## config.mk

```make
export PLATFORM = sky130hd
export DESIGN_NAME = regbus_master
export DESIGN_NICKNAME = d
export VERILOG_FILES = /design/src/rtl/regbus_pkg.sv /design/src/rtl/regbus_sync.sv /design/src/rtl/regbus_timer.sv /design/src/rtl/regbus_seq.sv /design/src/rtl/regbus_master.sv
export SDC_FILE = /design/constraint.sdc
export NUM_CORES = 1
export LEC_CHECK = 0
export CAP_MARGIN = 10
export CORE_UTILIZATION = 45
export DETAILED_ROUTE_END_ITERATION = 8
export DONT_BUFFER_PORTS = 1
export HOLD_SLACK_MARGIN = 0.1
export SYNTH_ARGS = -nofsm -noshare
export SYNTH_HDL_FRONTEND = slang
export SYNTH_SLANG_ARGS = --single-unit
```

## constraint.sdc

```tcl
create_clock -name clk -period 2.52 [get_ports clk]
set_input_delay 0.756 -clock clk [delete_from_list [all_inputs] [get_ports clk]]
set_output_delay 0.756 -clock clk [all_outputs]
set_load 0.005 [all_outputs]
```

## src/rtl/regbus_pkg.sv

```systemverilog
package regbus_pkg;

    typedef enum logic [2:0] {
        ST_IDLE,
        ST_DIR,
        ST_RST,
        ST_SET,
        ST_STB,
        ST_CSH,
        ST_CSL,
        ST_FIN
    } seq_state_e;

    typedef enum logic [1:0] {
        PH_ADDR,
        PH_HI,
        PH_LO
    } phase_e;

    typedef struct packed {
        logic        write;
        logic [7:0]  addr;
        logic [15:0] wdata;
    } req_t;

    typedef struct packed {
        logic [7:0] dout;
        logic       oe;
        logic       cs;
        logic       dir;
        logic       stb;
        logic       ale;
    } pins_t;

    localparam logic [7:0] DATA_IDLE = 8'hFF;

    function automatic logic [7:0] phase_byte(input req_t r, input phase_e p);
        case (p)
            PH_ADDR: phase_byte = r.addr;
            PH_HI:   phase_byte = r.wdata[15:8];
            default: phase_byte = r.wdata[7:0];
        endcase
    endfunction

    function automatic phase_e next_phase(input phase_e p);
        next_phase = (p == PH_ADDR) ? PH_HI : PH_LO;
    endfunction

endpackage

```

## src/rtl/regbus_sync.sv

```systemverilog
module regbus_sync #(
    parameter int STAGES = 2
) (
    input  logic clk,
    input  logic rst,
    input  logic d,
    output logic q
);
    logic [STAGES-1:0] chain;

    for (genvar g = 0; g < STAGES; g++) begin : g_stage
        always_ff @(posedge clk) begin
            if (rst)
                chain[g] <= 1'b0;
            else if (g == 0)
                chain[g] <= d;
            else
                chain[g] <= chain[(g == 0) ? 0 : g - 1];
        end
    end

    assign q = chain[STAGES-1];
endmodule

```

## src/rtl/regbus_timer.sv

```systemverilog
module regbus_timer #(
    parameter int TW = 3
) (
    input  logic          clk,
    input  logic          rst,
    input  logic          load,
    input  logic [TW-1:0] load_val,
    output logic          expired
);
    logic [TW-1:0] cnt;

    always_ff @(posedge clk) begin
        if (rst)
            cnt <= '0;
        else if (load)
            cnt <= load_val;
        else if (cnt != '0)
            cnt <= cnt - 1'b1;
    end

    assign expired = (cnt == '0);
endmodule

```

## src/rtl/regbus_seq.sv

```systemverilog
module regbus_seq
    import regbus_pkg::*;
#(
    parameter int STEP_CLKS   = 2,
    parameter int SYNC_STAGES = 2,
    parameter int TW          = 3
) (
    input  logic          clk,
    input  logic          rst,
    input  logic          start,
    input  req_t          req,
    input  logic [7:0]    din,
    input  logic          rdy_s,
    input  logic          tmr_expired,
    output logic          tmr_load,
    output logic [TW-1:0] tmr_val,
    output pins_t         pins,
    output logic [15:0]   rdata,
    output logic          done,
    output logic          busy
);
    localparam logic [TW-1:0] STEP_LAST  = TW'(STEP_CLKS - 1);
    localparam logic [TW-1:0] CHECK_LAST = TW'(STEP_CLKS + SYNC_STAGES - 1);

    seq_state_e  st, st_n;
    phase_e      ph, ph_n;
    req_t        rq;
    logic [15:0] shadow;
    logic [15:0] rdata_q;
    logic        drive_data;

    always_comb begin
        st_n = st;
        ph_n = ph;
        case (st)
            ST_IDLE: if (start) st_n = ST_DIR;
            ST_DIR: if (tmr_expired) begin
                st_n = ST_RST;
                ph_n = PH_ADDR;
            end
            ST_RST: if (tmr_expired) st_n = ST_SET;
            ST_SET: if (tmr_expired) st_n = ST_STB;
            ST_STB: if (tmr_expired) begin
                if (ph == PH_LO) begin
                    st_n = ST_CSH;
                end else begin
                    st_n = ST_RST;
                    ph_n = next_phase(ph);
                end
            end
            ST_CSH: if (tmr_expired) begin
                if (!rdy_s) begin
                    st_n = ST_FIN;
                end else if (rq.write) begin
                    st_n = ST_CSL;
                end else begin
                    st_n = ST_RST;
                    ph_n = PH_HI;
                end
            end
            ST_CSL: if (tmr_expired) st_n = ST_CSH;
            ST_FIN: st_n = ST_IDLE;
            default: st_n = ST_IDLE;
        endcase
    end

    assign tmr_load = (st_n != st);
    assign tmr_val  = (st_n == ST_CSH) ? CHECK_LAST : STEP_LAST;

    always_ff @(posedge clk) begin
        if (rst) begin
            st      <= ST_IDLE;
            ph      <= PH_ADDR;
            rq      <= '{write: 1'b1, addr: '0, wdata: '0};
            shadow  <= '0;
            rdata_q <= '0;
        end else begin
            st <= st_n;
            ph <= ph_n;
            if (st == ST_IDLE && start)
                rq <= req;
            if (st == ST_STB && tmr_expired && !rq.write && ph != PH_ADDR) begin
                if (ph == PH_HI)
                    shadow[15:8] <= din;
                else
                    shadow[7:0] <= din;
            end
            if (st == ST_CSH && tmr_expired && !rdy_s && !rq.write)
                rdata_q <= shadow;
        end
    end

    assign drive_data = rq.write || (ph == PH_ADDR);

    always_comb begin
        pins      = '{dout: DATA_IDLE, oe: 1'b1, cs: 1'b1, dir: rq.write,
                      stb: 1'b0, ale: 1'b0};
        case (st)
            ST_RST: begin
                pins.dout = '0;
                pins.oe   = drive_data;
                pins.cs   = 1'b0;
            end
            ST_SET, ST_STB: begin
                pins.dout = phase_byte(rq, ph);
                pins.oe   = drive_data;
                pins.cs   = 1'b0;
                pins.ale  = (ph == PH_ADDR);
                pins.stb  = (st == ST_STB);
            end
            ST_CSH: pins.oe = rq.write;
            ST_CSL: begin
                pins.oe = rq.write;
                pins.cs = 1'b0;
            end
            default: ;
        endcase
    end

    assign rdata = rdata_q;
    assign done  = (st == ST_FIN);
    assign busy  = (st != ST_IDLE);
endmodule

```

## src/rtl/regbus_master.sv

```systemverilog
module regbus_master
    import regbus_pkg::*;
#(
    parameter int STEP_CLKS   = 2,
    parameter int SYNC_STAGES = 2
) (
    input  logic        clk,
    input  logic        rst,
    input  logic        req_start,
    input  logic        req_write,
    input  logic [7:0]  req_addr,
    input  logic [15:0] req_wdata,
    output logic [15:0] rsp_rdata,
    output logic        rsp_done,
    output logic        rsp_busy,
    output logic [7:0]  bus_dout,
    output logic        bus_doe,
    input  logic [7:0]  bus_din,
    output logic        bus_cs,
    output logic        bus_dir,
    output logic        bus_stb,
    output logic        bus_ale,
    input  logic        bus_rdy
);
    localparam int TW = $clog2(STEP_CLKS + SYNC_STAGES + 1);

    logic          rdy_s;
    logic          tmr_load;
    logic [TW-1:0] tmr_val;
    logic          tmr_expired;
    pins_t         pins;
    req_t          req;

    assign req = '{write: req_write, addr: req_addr, wdata: req_wdata};

    regbus_sync #(.STAGES(SYNC_STAGES)) u_sync (
        .clk (clk),
        .rst (rst),
        .d   (bus_rdy),
        .q   (rdy_s)
    );

    regbus_timer #(.TW(TW)) u_timer (
        .clk      (clk),
        .rst      (rst),
        .load     (tmr_load),
        .load_val (tmr_val),
        .expired  (tmr_expired)
    );

    regbus_seq #(
        .STEP_CLKS   (STEP_CLKS),
        .SYNC_STAGES (SYNC_STAGES),
        .TW          (TW)
    ) u_seq (
        .clk         (clk),
        .rst         (rst),
        .start       (req_start),
        .req         (req),
        .din         (bus_din),
        .rdy_s       (rdy_s),
        .tmr_expired (tmr_expired),
        .tmr_load    (tmr_load),
        .tmr_val     (tmr_val),
        .pins        (pins),
        .rdata       (rsp_rdata),
        .done        (rsp_done),
        .busy        (rsp_busy)
    );

    assign bus_dout = pins.dout;
    assign bus_doe  = pins.oe;
    assign bus_cs   = pins.cs;
    assign bus_dir  = pins.dir;
    assign bus_stb  = pins.stb;
    assign bus_ale  = pins.ale;
endmodule

```

Word level (Yosys, flattened, before mapping)
Cells that the tools add are included.
{"block": "totals", "register_bits": 67, "latch_bits": 0, "mem_bits_rw": 0, "rom_bits": 0, "input_bits": 37, "out_inout_bits": 31, "word_cells": 82, "mem_count": 0}
{"block": "op_classes", "add_sub_neg": 1, "mul": 0, "div_mod_pow": 0, "magnitude_cmp": 0, "n_eq_ne": 17, "shift": 0, "muxes": 27, "bitwise": 1, "reduce_logical": 25}
{"operator": "3-bit 2-to-1 mux", "n": 12}
{"operator": "8-bit case mux with 2 select lines", "n": 2}
{"operator": "3-bit case mux with 8 select lines", "n": 1}
{"operator": "2-bit 2-to-1 mux", "n": 9}
{"operator": "3-bit == test, second input constant", "n": 5}
{"operator": "3-bit nonzero test", "n": 3}
{"operator": "1-bit logical AND", "n": 7}
{"operator": "7-bit AND reduction", "n": 1}
{"operator": "3-bit by 2-bit == test with 1-bit output, second input constant", "n": 2}
{"operator": "3-bit zero test", "n": 2}
{"operator": "2-bit by 1-bit != test with 1-bit output, second input constant", "n": 3}
{"operator": "2-bit != test, second input constant", "n": 3}
{"operator": "2-bit case mux with 3 select lines", "n": 1}
{"operator": "2-bit AND reduction", "n": 2}
{"operator": "2-bit nonzero test", "n": 2}
{"operator": "2-bit OR reduction", "n": 2}
{"operator": "4-bit OR reduction", "n": 1}
{"operator": "3-bit by 1-bit == test with 1-bit output, second input constant", "n": 1}
{"operator": "3-bit != test", "n": 1}
{"operator": "3-bit OR reduction", "n": 1}
{"operator": "3-bit by 1-bit subtractor with 3-bit output, second input constant", "n": 1}
{"operator": "2-bit by 1-bit == test with 1-bit output, second input constant", "n": 1}
{"operator": "2-bit == test, second input constant", "n": 1}
{"operator": "1-bit zero test", "n": 2}
{"operator": "other kinds (5)", "n": 5}

Depth between registers and ports, before layout
{"block": "logic_depth", "word_depth": 7, "depth_mapped": 9, "ltp_nobuf": 7}

Modules after synthesis
From an unflattened synthesis, not the netlist that was laid out.
{"block": "hier_totals", "cells_unflattened": 378, "area_unflattened_um2": 3111.7}
{"module": "regbus_seq", "instances": 1, "cells_per_inst": 352, "area_each_um2": 2852.7, "seq_area_each_um2": 1241.2}
{"module": "regbus_timer", "instances": 1, "cells_per_inst": 22, "area_each_um2": 206.4, "seq_area_each_um2": 60.1}
{"module": "regbus_sync", "instances": 1, "cells_per_inst": 4, "area_each_um2": 52.6, "seq_area_each_um2": 40.0}

Least setup slack after synthesis
Ideal clock, no wire load.
{"block": "synth_path", "path_kind": "register to output", "startpoint": "register u_seq.st[1]", "endpoint": "output port bus_doe", "arrival_time_ps": 1212, "required_ps": 1764, "path_slack_ps": 552, "path_stages_with_launch": 4, "n_path_buf": 1, "path_cell_list": "dfxtp_1 > buf_2 > o21ai_0 > a2111o_1"}
{"block": "synth_between", "elab_chain_len": 3, "elab_cells_between_ends": 8, "classes_between": "eq/ne (5); mux (1); reduce/logical (2)"}
{"element": "from (decl)", "line": "regbus_seq.sv:25", "text": "seq_state_e st, st_n;"}
{"element": "from (signal assigned)", "line": "regbus_seq.sv:78", "text": "st <= st_n;"}
{"element": "3-bit by 2-bit == test with 1-bit output or 3-bit == test (tied branches)", "line": "regbus_seq.sv:98", "text": "case (st)"}
{"element": "3-bit OR reduction (no source line) or 2-bit OR reduction (tied branches)"}
{"element": "1-bit case mux with 2 select lines *", "line": "regbus_seq.sv:98"}
{"element": "to (decl)", "line": "regbus_master.sv:17", "text": "output logic bus_doe,"}
Every way passes the cells marked *; elsewhere a longest branch is shown, timed or not.

Worst setup path after layout
{"block": "layout_path", "startpoint": "register u_seq.ph[0]", "endpoint": "output port bus_dout[4]"}
{"block": "layout_between", "elab_chain_len": 3, "elab_cells_between_ends": 4, "classes_between": "eq/ne (1); mux (2); reduce/logical (1)"}
{"element": "from (decl)", "line": "regbus_seq.sv:26", "text": "phase_e ph, ph_n;"}
{"element": "from (signal assigned)", "line": "regbus_seq.sv:79", "text": "ph <= ph_n;"}
{"element": "2-bit by 1-bit == test with 1-bit output or 2-bit zero test (tied branches)", "line": "regbus_pkg.sv:38", "text": "case (p)"}
{"element": "8-bit case mux with 2 select lines *", "line": "regbus_pkg.sv:38"}
{"element": "8-bit case mux with 2 select lines *", "line": "regbus_seq.sv:98"}
{"element": "to (decl)", "line": "regbus_master.sv:16", "text": "output logic [7:0] bus_dout,"}
Marked as above.

==> results.cfg <==
[worst_setup_path]
r2r_start = u_timer.cnt[0]$_SDFFE_PP0P_
reg2reg_slack_ps = 610
crit_slowest_cell = dfxtp_2
end_kind = output pin
rr_worst_depth = 7
worstPathArrival_ps = 1590
cp_top_family = flip-flops
crit_fanout = 15
critPathKind = reg2out
critPathMaxStageDelay_ps = 570
r2r-end = u_timer.cnt[1]$_SDFFE_PP0P_
critPathLaunchType = flop
crit_path_cell_trace = mux2i_1 -> o21ai_0 -> nand2_1 -> a2bb2oi_1
path_buf_inv = 0
cp.required_ps = 1760

[timing]
worst_pin_slew_ps = 581
maxSlewViolCount = 0
fin_setup_tns_ps = 0
setup_viol = 0
finClkSkew_ps = 9.75
rsz0062_at_grt = no
hold_violations = 0
period_needed_ps = 2340
maxSlewHeadroom = 0.612
timing.fmax_mhz = 427
min_period_over_period = 0.929

[clock_tree]
cts_tree = built
cts-buffers-inserted = 9
clock-sinks = 67
htreeDepth = 3
cts_buffer_depth = 2
insertion_delay_ps = 340
clk_pin_slew_ps = 80
ctsHoldBuffers = 0
cts_root_buf = clkbuf_8

[synth]
ys_seq_area_frac = 0.443
synthCells = 347
synth_enable_flop_cells = 0
avgSynthCellArea_sq_um = 8.73
synthArstFlopShare = 0
syn-num-nets = 386
yosys_warnings = 0
synth-seq-cells = 67
netlist_area_sq_mm = 0.00303
synth_ff_type = dfxtp_1
ys_types = 43

[global_routing]
track_usage = 0.188
grtUsageMet2 = 0.278
antenna_found_initial = 0
use_met3 = 0.0564
grt_overflow = 0
grt_pass1_wl_um = 10500
grt_use_met1 = 0.246
grt-busiest-layer = met2
grt_start_max_net_pins = 68
grt_pass1_vias = 2101

[drt]
drtAntennaViolNets = 0
wire_per_inst_um = 14.8
wl_um = 6280
drc = 5
viasPerCell = 5.30
first_pass_iters = 6
vias = 2241
drt_iter0_markers = 82

[finish]
area_delta_synth_final_pct = 7.44
final_cell_mix = nand2_1, dfxtp_1, nor2_1
drive_gt1_frac = 0.121
fin_nets = 380
final_common_cell = nand2_1
antenna-diode-count = 0
final_cells = 423
final_area_sq_mm = 0.00325

[die]
ioPinCount = 68
dieArea_sq_mm = 0.00706
initial_core_util = 0.471
rows = 29
coreArea_sq_mm = 0.00642
die_h_um = 84.0
die_w_um = 84.0

[status]
status = complete, but fails checks
violations = DRC

[min_path]
hold_path_end = u_sync.q$_SDFF_PP0_
min_path_type = reg2reg
hold_start = u_sync.chain[0]$_SDFF_PP0_
worstHoldPathCells = 1

[place]
io_buffers = 0
dp.final_hpwl_um = 4170
placed_cells = 407
placed_cell_area_sq_mm = 0.00304
finalWeightedCongestion = 0.761

[power_and_ir_drop]
power_density_mw_per_mm2 = 947
vdd_ir_drop_max_v = 0.000521
leakage_nw = 1.42

[job]
cap_viol_max_count = 0
[sequential cells by signal (all words and copies together) (netlist names)]
signal	count
u_seq.pins	1
u_sync.chain	1
u_seq.shadow	16
u_sync.q	1
u_seq.rdata	16
u_timer.cnt	3
u_seq.ph	2
u_seq.rq	24
u_seq.st	3
[per-stage QoR]
step	util	worst slack (ps)	total power [mW]	hold slack [ps]
floorplan	-	552	2.07	414
global route	0.507	39.9	3.29	454
detailed placement	0.473	275	2.18	429
CTS	0.506	62.1	3.11	446
global placement	0.473	343	2.16	429
finish	0.507	179	3.08	437
[layer usage]
metal | vias to the layer above | share of wire
li1 | 1160 | -
met1 | 1026 | 0.48
met2 | 45 | 0.44
met3 | 10 | 0.061
met4 | 0 | 0.015
met5 | - | 0
[worst reg2reg max path, cell delays in order (launching register included)]
cell	delay, ps
dfxtp_1	320
inv_1	70
ha_1	190
nor2b_2	350
o21ai_2	90
a22o_1	270
a2111oi_4	360
a41o_1	210
[final cells by class]
class | count | area (sq um)
Sequential cell | 67 | 1350
Timing Repair Buffer | 7 | 52.6
Clock inverter | 7 | 85.1
Multi-Input combinational cell | 249 | 1520
Clock buffer | 9 | 124
Inverter | 7 | 28.8
Fill cell | 632 | 3170
Tap cell | 77 | 96.3
[logic make-up after synthesis]
logic type | Yosys count | synth area share
muxes | 42 | 0.139
DFF | 67 | 0.443
and+or+nand+nor | 141 | 0.214
xor gates and xnor gates | 1 | 0.00289
buffers and inverters | 31 | 0.0545
AOI/OAI and AO/OA | 63 | 0.138
adders and majority gates | 2 | 0.00826
[where the power goes]
group	internal, mW	switching [mW]
clock network	0.475	0.446
registers	1.18	0.119
logic	0.324	0.541
total	1.97	1.11
[how the worst max path moves through the flow]
stage / slack (ps) / endpoint / depth (start not counted) / start
2_1_floorplan: 550 / bus_doe / 3 / u_seq.st[1]$_SDFF_PP0_
3_3_place_gp: 340 / bus_dout[2] / 4 / u_seq.ph[0]$_SDFFE_PP0P_
3_5_place_dp: 270 / bus_dout[2] / 4 / u_seq.ph[0]$_SDFFE_PP0P_
4_1_cts: 60 / bus_ale / 4 / u_seq.st[1]$_SDFF_PP0_
5_1_grt: 40 / bus_dout[2] / 4 / u_seq.ph[0]$_SDFFE_PP0P_
6_report: 180 / bus_dout[4] / 4 / u_seq.ph[0]$_SDFFE_PP0P_
[timing repair]
action	CTS	global route
endpoints found under the setup margin	8	6
setup buffers	0	0
resized for setup	1	2
[synthesized netlist by cell type, drive strengths merged (2+ instances only)]
cell     instances  share of area
dfxtp           67           0.44
mux2i           42           0.14
nor2b            6          0.013
a2111oi          3          0.021
o21ai           17          0.029
a2bb2oi          8          0.023
nand3b           3         0.0074
nor3b            3          0.011
ha               2         0.0083
a21oi           29          0.048
nand3            2         0.0066
inv              6         0.0083
buf             11          0.029
clkbuf          13          0.016
nor2            47          0.062
nand2           71          0.094
nor3             3         0.0066
nand2b           3         0.0062
Note: power is estimated with default switching activity, not from simulation.
